**src/rtl/swl_pkg.sv**
```systemverilog
package swl_pkg;
  localparam int SWL_AW = 7;
  localparam int SWL_MW = 10;
  localparam int SWL_SYNC_STAGES = 2;
endpackage

```
**src/rtl/swl_rst_sync.sv**
```systemverilog
module swl_rst_sync #(
  parameter int STAGES = 2
) (
  input  logic clk_i,
  input  logic rst_ni,
  output logic rst_no
);
  logic [STAGES-1:0] chain_q;

  generate
    for (genvar i = 0; i < STAGES; i++) begin : g_stage
      if (i == 0) begin : g_first
        always_ff @(posedge clk_i or negedge rst_ni) begin
          if (!rst_ni) chain_q[i] <= 1'b0;
          else         chain_q[i] <= 1'b1;
        end
      end else begin : g_next
        always_ff @(posedge clk_i or negedge rst_ni) begin
          if (!rst_ni) chain_q[i] <= 1'b0;
          else         chain_q[i] <= chain_q[i-1];
        end
      end
    end
  endgenerate

  assign rst_no = chain_q[STAGES-1];
endmodule

```
**src/rtl/swl_dn_ctr.sv**
```systemverilog
module swl_dn_ctr #(
  parameter int W = 7
) (
  input  logic         clk_i,
  input  logic         rst_ni,
  input  logic         ld_i,
  input  logic         en_i,
  input  logic [W-1:0] ld_val_i,
  output logic [W-1:0] cnt_o,
  output logic         zero_o,
  output logic         one_o
);
  logic [W-1:0] cnt_q, cnt_d;

  always_comb begin
    cnt_d = cnt_q;
    if (ld_i)      cnt_d = ld_val_i;
    else if (en_i) cnt_d = cnt_q - W'(1);
  end

  always_ff @(posedge clk_i or negedge rst_ni) begin
    if (!rst_ni) cnt_q <= '0;
    else         cnt_q <= cnt_d;
  end

  assign cnt_o  = cnt_q;
  assign zero_o = (cnt_q == '0);
  assign one_o  = (cnt_q == W'(1));
endmodule

```
**src/rtl/pswallow_ctl.sv**
```systemverilog
module pswallow_ctl
  import swl_pkg::*;
#(
  parameter int AW = SWL_AW,
  parameter int MW = SWL_MW
) (
  input  logic          clk_pre,
  input  logic          rst_n,
  input  logic [AW-1:0] swallow_cnt,
  input  logic [MW-1:0] main_cnt,
  output logic          mod_ctl,
  output logic          cyc_tick
);
  logic          rst_s_n;
  logic          live_q, live_d;
  logic          mc_q, mc_d;
  logic          tk_q, tk_d;
  logic          boundary;
  logic [AW-1:0] a_cnt;
  logic [MW-1:0] m_cnt;
  logic          a_zero, a_one, m_zero, m_one;
  logic          a_en, m_en;

  swl_rst_sync #(.STAGES(SWL_SYNC_STAGES)) u_rsync (
    .clk_i (clk_pre),
    .rst_ni(rst_n),
    .rst_no(rst_s_n)
  );

  // A cycle starts on the first edge out of reset or when the main counter expires
  assign boundary = !live_q || m_zero;
  assign a_en     = !boundary && !a_zero;
  assign m_en     = !boundary;

  swl_dn_ctr #(.W(AW)) u_a_ctr (
    .clk_i   (clk_pre),
    .rst_ni  (rst_s_n),
    .ld_i    (boundary),
    .en_i    (a_en),
    .ld_val_i(swallow_cnt),
    .cnt_o   (a_cnt),
    .zero_o  (a_zero),
    .one_o   (a_one)
  );

  swl_dn_ctr #(.W(MW)) u_m_ctr (
    .clk_i   (clk_pre),
    .rst_ni  (rst_s_n),
    .ld_i    (boundary),
    .en_i    (m_en),
    .ld_val_i(main_cnt - MW'(1)),
    .cnt_o   (m_cnt),
    .zero_o  (m_zero),
    .one_o   (m_one)
  );

  always_comb begin
    live_d = 1'b1;
    if (boundary) begin
      mc_d = (swallow_cnt == '0);
      tk_d = (main_cnt == MW'(1));
    end else begin
      mc_d = a_zero || a_one;
      tk_d = m_one;
    end
  end

  always_ff @(posedge clk_pre or negedge rst_s_n) begin
    if (!rst_s_n) begin
      live_q <= 1'b0;
      mc_q   <= 1'b0;
      tk_q   <= 1'b0;
    end else begin
      live_q <= live_d;
      mc_q   <= mc_d;
      tk_q   <= tk_d;
    end
  end

  assign mod_ctl  = mc_q;
  assign cyc_tick = tk_q;
endmodule

```
**config.mk**
```make
export PLATFORM = sky130hd
export DESIGN_NAME = pswallow_ctl
export DESIGN_NICKNAME = d
export VERILOG_FILES = /design/src/rtl/swl_pkg.sv /design/src/rtl/swl_rst_sync.sv /design/src/rtl/swl_dn_ctr.sv /design/src/rtl/pswallow_ctl.sv
export SDC_FILE = /design/constraint.sdc
export NUM_CORES = 1
export LEC_CHECK = 0
export BUFFER_PORTS_ARGS = -buffer_cell sky130_fd_sc_hd__buf_2
export CORE_MARGIN = 1
export CORE_UTILIZATION = 37
export DETAILED_ROUTE_END_ITERATION = 10
export GPL_TIMING_DRIVEN = 0
export MAX_ROUTING_LAYER = met4
export PLACE_DENSITY = 0.67
export SLEW_MARGIN = 20
export SYNTH_ARGS = -nofsm -noshare
export SYNTH_HDL_FRONTEND = slang
export SYNTH_SLANG_ARGS = --single-unit
```
**constraint.sdc**
```tcl
create_clock -name clk_pre -period 1.3 [get_ports clk_pre]
set_clock_uncertainty 0.15 [all_clocks]
set_input_delay 0.13 -clock clk_pre [delete_from_list [all_inputs] [get_ports clk_pre]]
set_output_delay 0.13 -clock clk_pre [all_outputs]
set_load 0.02 [all_outputs]
```
# Yosys cells after proc, flatten, opt, wreduce, memory -nomap -nowiden
# Cells that the tools add are included.
[op_classes]
addsub = 3
eq_ne = 3
n_mux = 5
n_reduce_logical = 10
[op_table]
columns = ["cell", "n"]
rows = [
  ["10-bit by 1-bit equality test with 1-bit output (second input constant)", 2],
  ["10-bit by 1-bit subtractor with 10-bit output (second input constant)", 2],
  ["7-bit logical NOT", 2],
  ["7-bit 2-to-1 mux", 2],
  ["10-bit logical NOT", 1],
  ["10-bit 2-to-1 mux", 1],
  ["7-bit by 1-bit equality test with 1-bit output (second input constant)", 1],
  ["7-bit by 1-bit subtractor with 7-bit output (second input constant)", 1],
  ["1-bit logical NOT", 3],
  ["1-bit logical OR", 2],
  ["1-bit 2-to-1 mux", 2],
  ["2-bit nonzero test", 1],
  ["1-bit logical AND", 1],
]
[totals]
regBits = 22
input_bits = 19
out_inout_bits = 2
wordCells = 28

# Depth between registers and ports, before layout
[logic_depth]
ltp_word = 6
depth_mapped = 7
depth_no_buf = 6

# Cells and area by module
# Synthesis repeated with hierarchy kept, for this count alone.
[unflattened]
hier_cells = 162
area_unflattened_um2 = 1453.9
[by_module_without_submodules]
columns = ["mod", "instances", "cells_each", "area_each_um2", "seq_area_each_um2"]
rows = [
  ["swl_dn_ctr (u_m_ctr)", 1, 73, 646.9, 250.2],
  ["swl_dn_ctr (u_a_ctr)", 1, 46, 424.2, 175.2],
  ["pswallow_ctl", 1, 40, 329.1, 75.1],
  ["swl_rst_sync", 1, 3, 53.8, 50.0],
]

# Least setup slack after synthesis
# OpenSTA, ideal clock, no wires.
[synth_timing]
kind = "flip-flop to flip-flop"
startpoint = "register u_m_ctr.cnt_q[4], in the netlist u_m_ctr.cnt_o[4]"
endpoint = "register u_a_ctr.cnt_q[1], in the netlist u_a_ctr.cnt_o[1]"
setup_time_ps = 125
t_arrival_ps = 1698
required_ps = 1025
slack_ps = -672
stages_incl_launch_ff = 5
n_path_buf = 1
synth_period_minus_slack_ps = 1972
cell_sequence = "dfrtp_1 > or4_1 > o31ai_2 > buf_4 > mux2_2"
[synth_between]
elab_chain_cells = 5
word_cells_on_any_way = 6
classes_between = "mux: 1; reduce/logical: 5"
[synth_lines]
columns = ["item", "line", "source"]
rows = [
  ["start, declared", "swl_dn_ctr.sv:13", "logic [W-1:0] cnt_q, cnt_d;"],
  ["start signal, assigned", "swl_dn_ctr.sv:23", "else cnt_q <= cnt_d;"],
  ["10-bit logical NOT (*)", "swl_dn_ctr.sv:27", "assign zero_o = (cnt_q == '0);"],
  ["1-bit logical OR (*)", "pswallow_ctl.sv:31", "assign boundary = !live_q || m_zero;"],
  ["1-bit logical NOT", "n/a", ""],
  ["1-bit logical AND", "pswallow_ctl.sv:32", "assign a_en = !boundary && !a_zero;"],
  ["2-bit nonzero test (no line)", "n/a", ""],
  ["end signal, assigned", "swl_dn_ctr.sv:23", ""],
  ["end, declared", "swl_dn_ctr.sv:13", ""],
]
# Every way passes the cells marked *; elsewhere a longest branch is shown, timed or not.
# A chain may end at the register's enable or synchronous reset.

# Final worst setup path
[layout_timing]
startpoint = "register u_m_ctr.cnt_q[9], in the netlist u_m_ctr.cnt_o[9]"
endpoint = "register u_a_ctr.cnt_q[1], in the netlist u_a_ctr.cnt_o[1]"
# Same word-level chain as after synthesis.

==> run_results.csv <==
group,metric,value,unit
power,power.net_switching,599,uW
status,violations,"setup timing",
worst_setup_path,crit_path_top_delay_cell,"or4_4",
worst_setup_path,critical_path_peak_fanout,4,
layout,area_delta_synth_final,41.1,%
global_route,grt_max_degree,21,
layout,layout.nets,214,
layout,fillCellCount,314,
sta,fmax,510,MHz
worst_setup_path,reg2reg_to,"u_a_ctr.cnt_o[1]$_DFFE_PN0P_",
route,ant_nets,0,
clock_network,cts_tree,"built",
floorplan,start_util,39.3,%
placement,dp.cells,202,
placement,gp_congestion,0.752,
worst_setup_path,crit_cells,4,
worst_setup_path,reg2regPathDepth,4,
synth,synthMostInstantiatedCell,"dfrtp_1",
worst_setup_path,crit_required,1.35,ns
placement,pre_cts_slack,-0.746,ns
sta,worstMarginPinSlew,0.832,ns
synth,postSynth.asyncResetShare,100,%
power,clock_power_share,26.5,%
floorplan,dieArea,3840,sq um
synth,synth_common_cells,"dfrtp_1, nand2_1, nor2_1, xor2_1, xnor2_1",
layout,drive_above_1_share,27.8,%
worst_setup_path,reg2reg_from,"u_m_ctr.cnt_o[9]$_DFF_PN0_",
synth,synth_edf_count,0,
layout,regArea,551,sq um
sta,final-setup-viol-count,19,
clock_network,cts_inserted_buffers,3,
worst_setup_path,critPathCaptureType,"flop",
clock_network,clkLatencyLatePin,0.31,ns
worst_setup_path,crit_path_cell_trace,"or4_4 > o31ai_4 > buf_6 > mux2_4",
global_route,grt_usage,18.8,%
layout,fin_util,55.4,%
power,ir_worst_vdd,391,uV
synth,synthTopCellsByArea,"dfrtp_1, xor2_1, ha_1",
global_route,grt_pass1_vias,1204,
status,status,"complete, but fails checks",
worst_setup_path,endpoint,"u_a_ctr.cnt_o[1]$_DFFE_PN0P_",
route,vias,1160,
worst_setup_path,crit_start,"u_m_ctr.cnt_o[9]$_DFF_PN0_",
synth,yosys_warnings,0,
layout,design_area,1880,sq um
clock_network,clockBufferDepth,2,
floorplan,io-pin-count,21,
route,drc_errors,0,
hold_path,hold_class,"input port to flop",
synth,synth_cells,135,
global_route,grt_pass1_wl,5050,um
sta,tns,-10.75,ns
placement,place_area,1510,sq um
power,power,2.01,mW
job,cap_violations,0,
global_route,antenna_found_initial,0,
worst_setup_path,crit_family,"simple AND/OR/NAND/NOR gates",
synth,netlist_area,1330,sq um
layout,final_cells,233,
worst_setup_path,arrival,2.01,ns
sta,rsz0062_at_grt,"yes",
placement,numPortBuffers,20,
worst_setup_path,r2r_slack,-0.66,ns
power,leakage,0.836,nW
synth,synthFlopType,"dfrtp_1",
power,seqPwrFrac,43.4,%
worst_setup_path,crit_type,"flop to flop",
placement,hpwlAfterDp,2150,um
floorplan,die_x,62.0,um
sta,fin_crit,1.96,ns
worst_setup_path,critPathLaunchType,"flop",
sta,fin_crit_sh,151,%
worst_setup_path,critPathBufInv,1,
route,first_pass_iters,4,
power,powerDensity,1070,nW/um^2
global_route,grt-ovfl-total,0,
clock_network,clk_pin_slew,0.13,ns
power,p_comb_share,30.1,%
clock_network,htreeDepth,1,
floorplan,num_rows,21,
synth,synth_area_leader_cell,"dfrtp_1",
floorplan,die_h,62.0,um
sta,final-max-slew-violation-count,0,
route,wirelength,3170,um
synth,syn_area_per_cell,9.86,sq um
sta,relSlewSlack,44.6,%
sta,hold-worst-slack,0.00702,ns
synth,synth-seq-area-share,41.4,%
route,drt_iter0_markers,41,
route,via_per_inst,4.98,
power,p_sw_share,29.8,%
synth,yosysTopAreaCellShare,41.4,%
clock_network,cts-root-buf,"clkbuf_4",
sta,hold_viol_final,0,
floorplan,fp.coreArea,3390,sq um
synth,yosysUniqueCellTypes,34,
route,wire_per_inst,13.6,um
layout,multi_input_area,786,sq um
clock_network,numClockSinks,22,
synth,ys_seq_elements,22,
layout,antenna_cells,0,
sta,setup_ws,-0.659,ns
worst_setup_path,max_stage_delay,0.55,ns
power,p_int,1.41,mW
[state kept, by name, summed over array words and instances, names as in the netlist]
register / cells
cyc_tick: 1
live_q: 1
u_rsync.chain_q: 1
mod_ctl: 1
u_rsync.rst_no: 1
u_m_ctr.cnt_o: 10
u_a_ctr.cnt_o: 7
[cells by family (layout without fill, tap and decap cells)]
| logic type | after synthesis | count (layout) | share of synthesized area (%) |
|---|---|---|---|
| multiplexers | 9 | 9 | 6.86 |
| AO/OA/AOI/OAI | 15 | 15 | 7.80 |
| XOR/XNOR | 20 | 20 | 13.2 |
| flip-flops | 22 | 22 | 41.4 |
| other | 1 | 2 | 0.282 |
| adder cells (fa/ha/maj) | 7 | 7 | 6.58 |
| AND/OR/NAND/NOR | 50 | 50 | 20.4 |
| buffers and inverters | 11 | 62 | 3.57 |
[power by group through the flow]
stage	Clock [mW]	Sequential [mW]	Combinational [mW]
floorplan	0	0.878	0.328
global route	0.570	0.887	0.664
finish	0.532	0.872	0.605
global placement	0	0.897	0.414
CTS	0.544	0.871	0.584
detailed placement	0	0.902	0.438
[final cells by class]
type,instances,share of cell area [%]
clock inverters,1,1.60
inverters,8,1.60
clock buffers,3,1.20
plain buffers,3,1.80
multi-input cells,103,41.8
repair buffers,47,19.6
well taps,46,3.06
flip-flops and latches,22,29.3
[placed cells by master (no fill, tap or decap), types with 2 or more instances in the layout]
cell type	instances
conb_1	2
or3_1	2
buf_4	10
buf_2	20
nor3_1	5
xor2_1	11
clkbuf_4	3
ha_1	7
nor4_1	5
o31ai_1	4
nor2_1	11
nand3_1	3
xnor2_1	9
mux2i_1	8
inv_1	8
dfrtp_1	22
o21ai_0	2
o21ai_1	3
buf_12	2
or4_4	2
nand2_1	11
buf_6	5
dlygate4sd3_1	13
[layer usage]
metal	part of all wire, %	vias up	wire length [um]	track usage (%)
li1	-	573	-	-
met1	42	554	1320	19.9
met2	54	25	1720	35.6
met3	2.6	8	84	2.90
met4	1.5	0	47	5.71
met5	0	-	0	-
[worst register-to-register path, stage by stage, from the launching register on]
cell and delay [ns]:
dfrtp_1 0.42, or4_4 0.55, o31ai_4 0.26, buf_6 0.18, mux2_4 0.30
[how the worst min path moves through the flow]
stage           startpoint                            to  slack, ns  cells after the start
2_1_floorplan        rst_n  u_rsync.chain_q[0]$_DFF_PN0_      -0.32                      0
3_3_place_gp         rst_n  u_rsync.chain_q[0]$_DFF_PN0_      -0.23                      1
3_5_place_dp         rst_n      u_rsync.rst_no$_DFF_PN0_      -0.23                      1
4_1_cts        main_cnt[4]    u_m_ctr.cnt_o[4]$_DFF_PN0_     0.0007                      3
5_1_grt        main_cnt[9]            cyc_tick$_DFF_PN0_       0.01                      4
6_report       main_cnt[9]            cyc_tick$_DFF_PN0_      0.007                      4
[repair_timing]
| action | 4_1_cts | 5_1_grt |
|---|---|---|
| setup endpoints to repair | 19 | 19 |
| hold buffers | 12 | 1 |
| gates resized for setup | 13 | 3 |
| pin swaps | 6 | 0 |
| cloned | 1 | 0 |
| hold endpoints to repair | 13 | 1 |
| buffers inserted | 11 | 2 |
No activity file was read; power rests on OpenSTA's default activity.
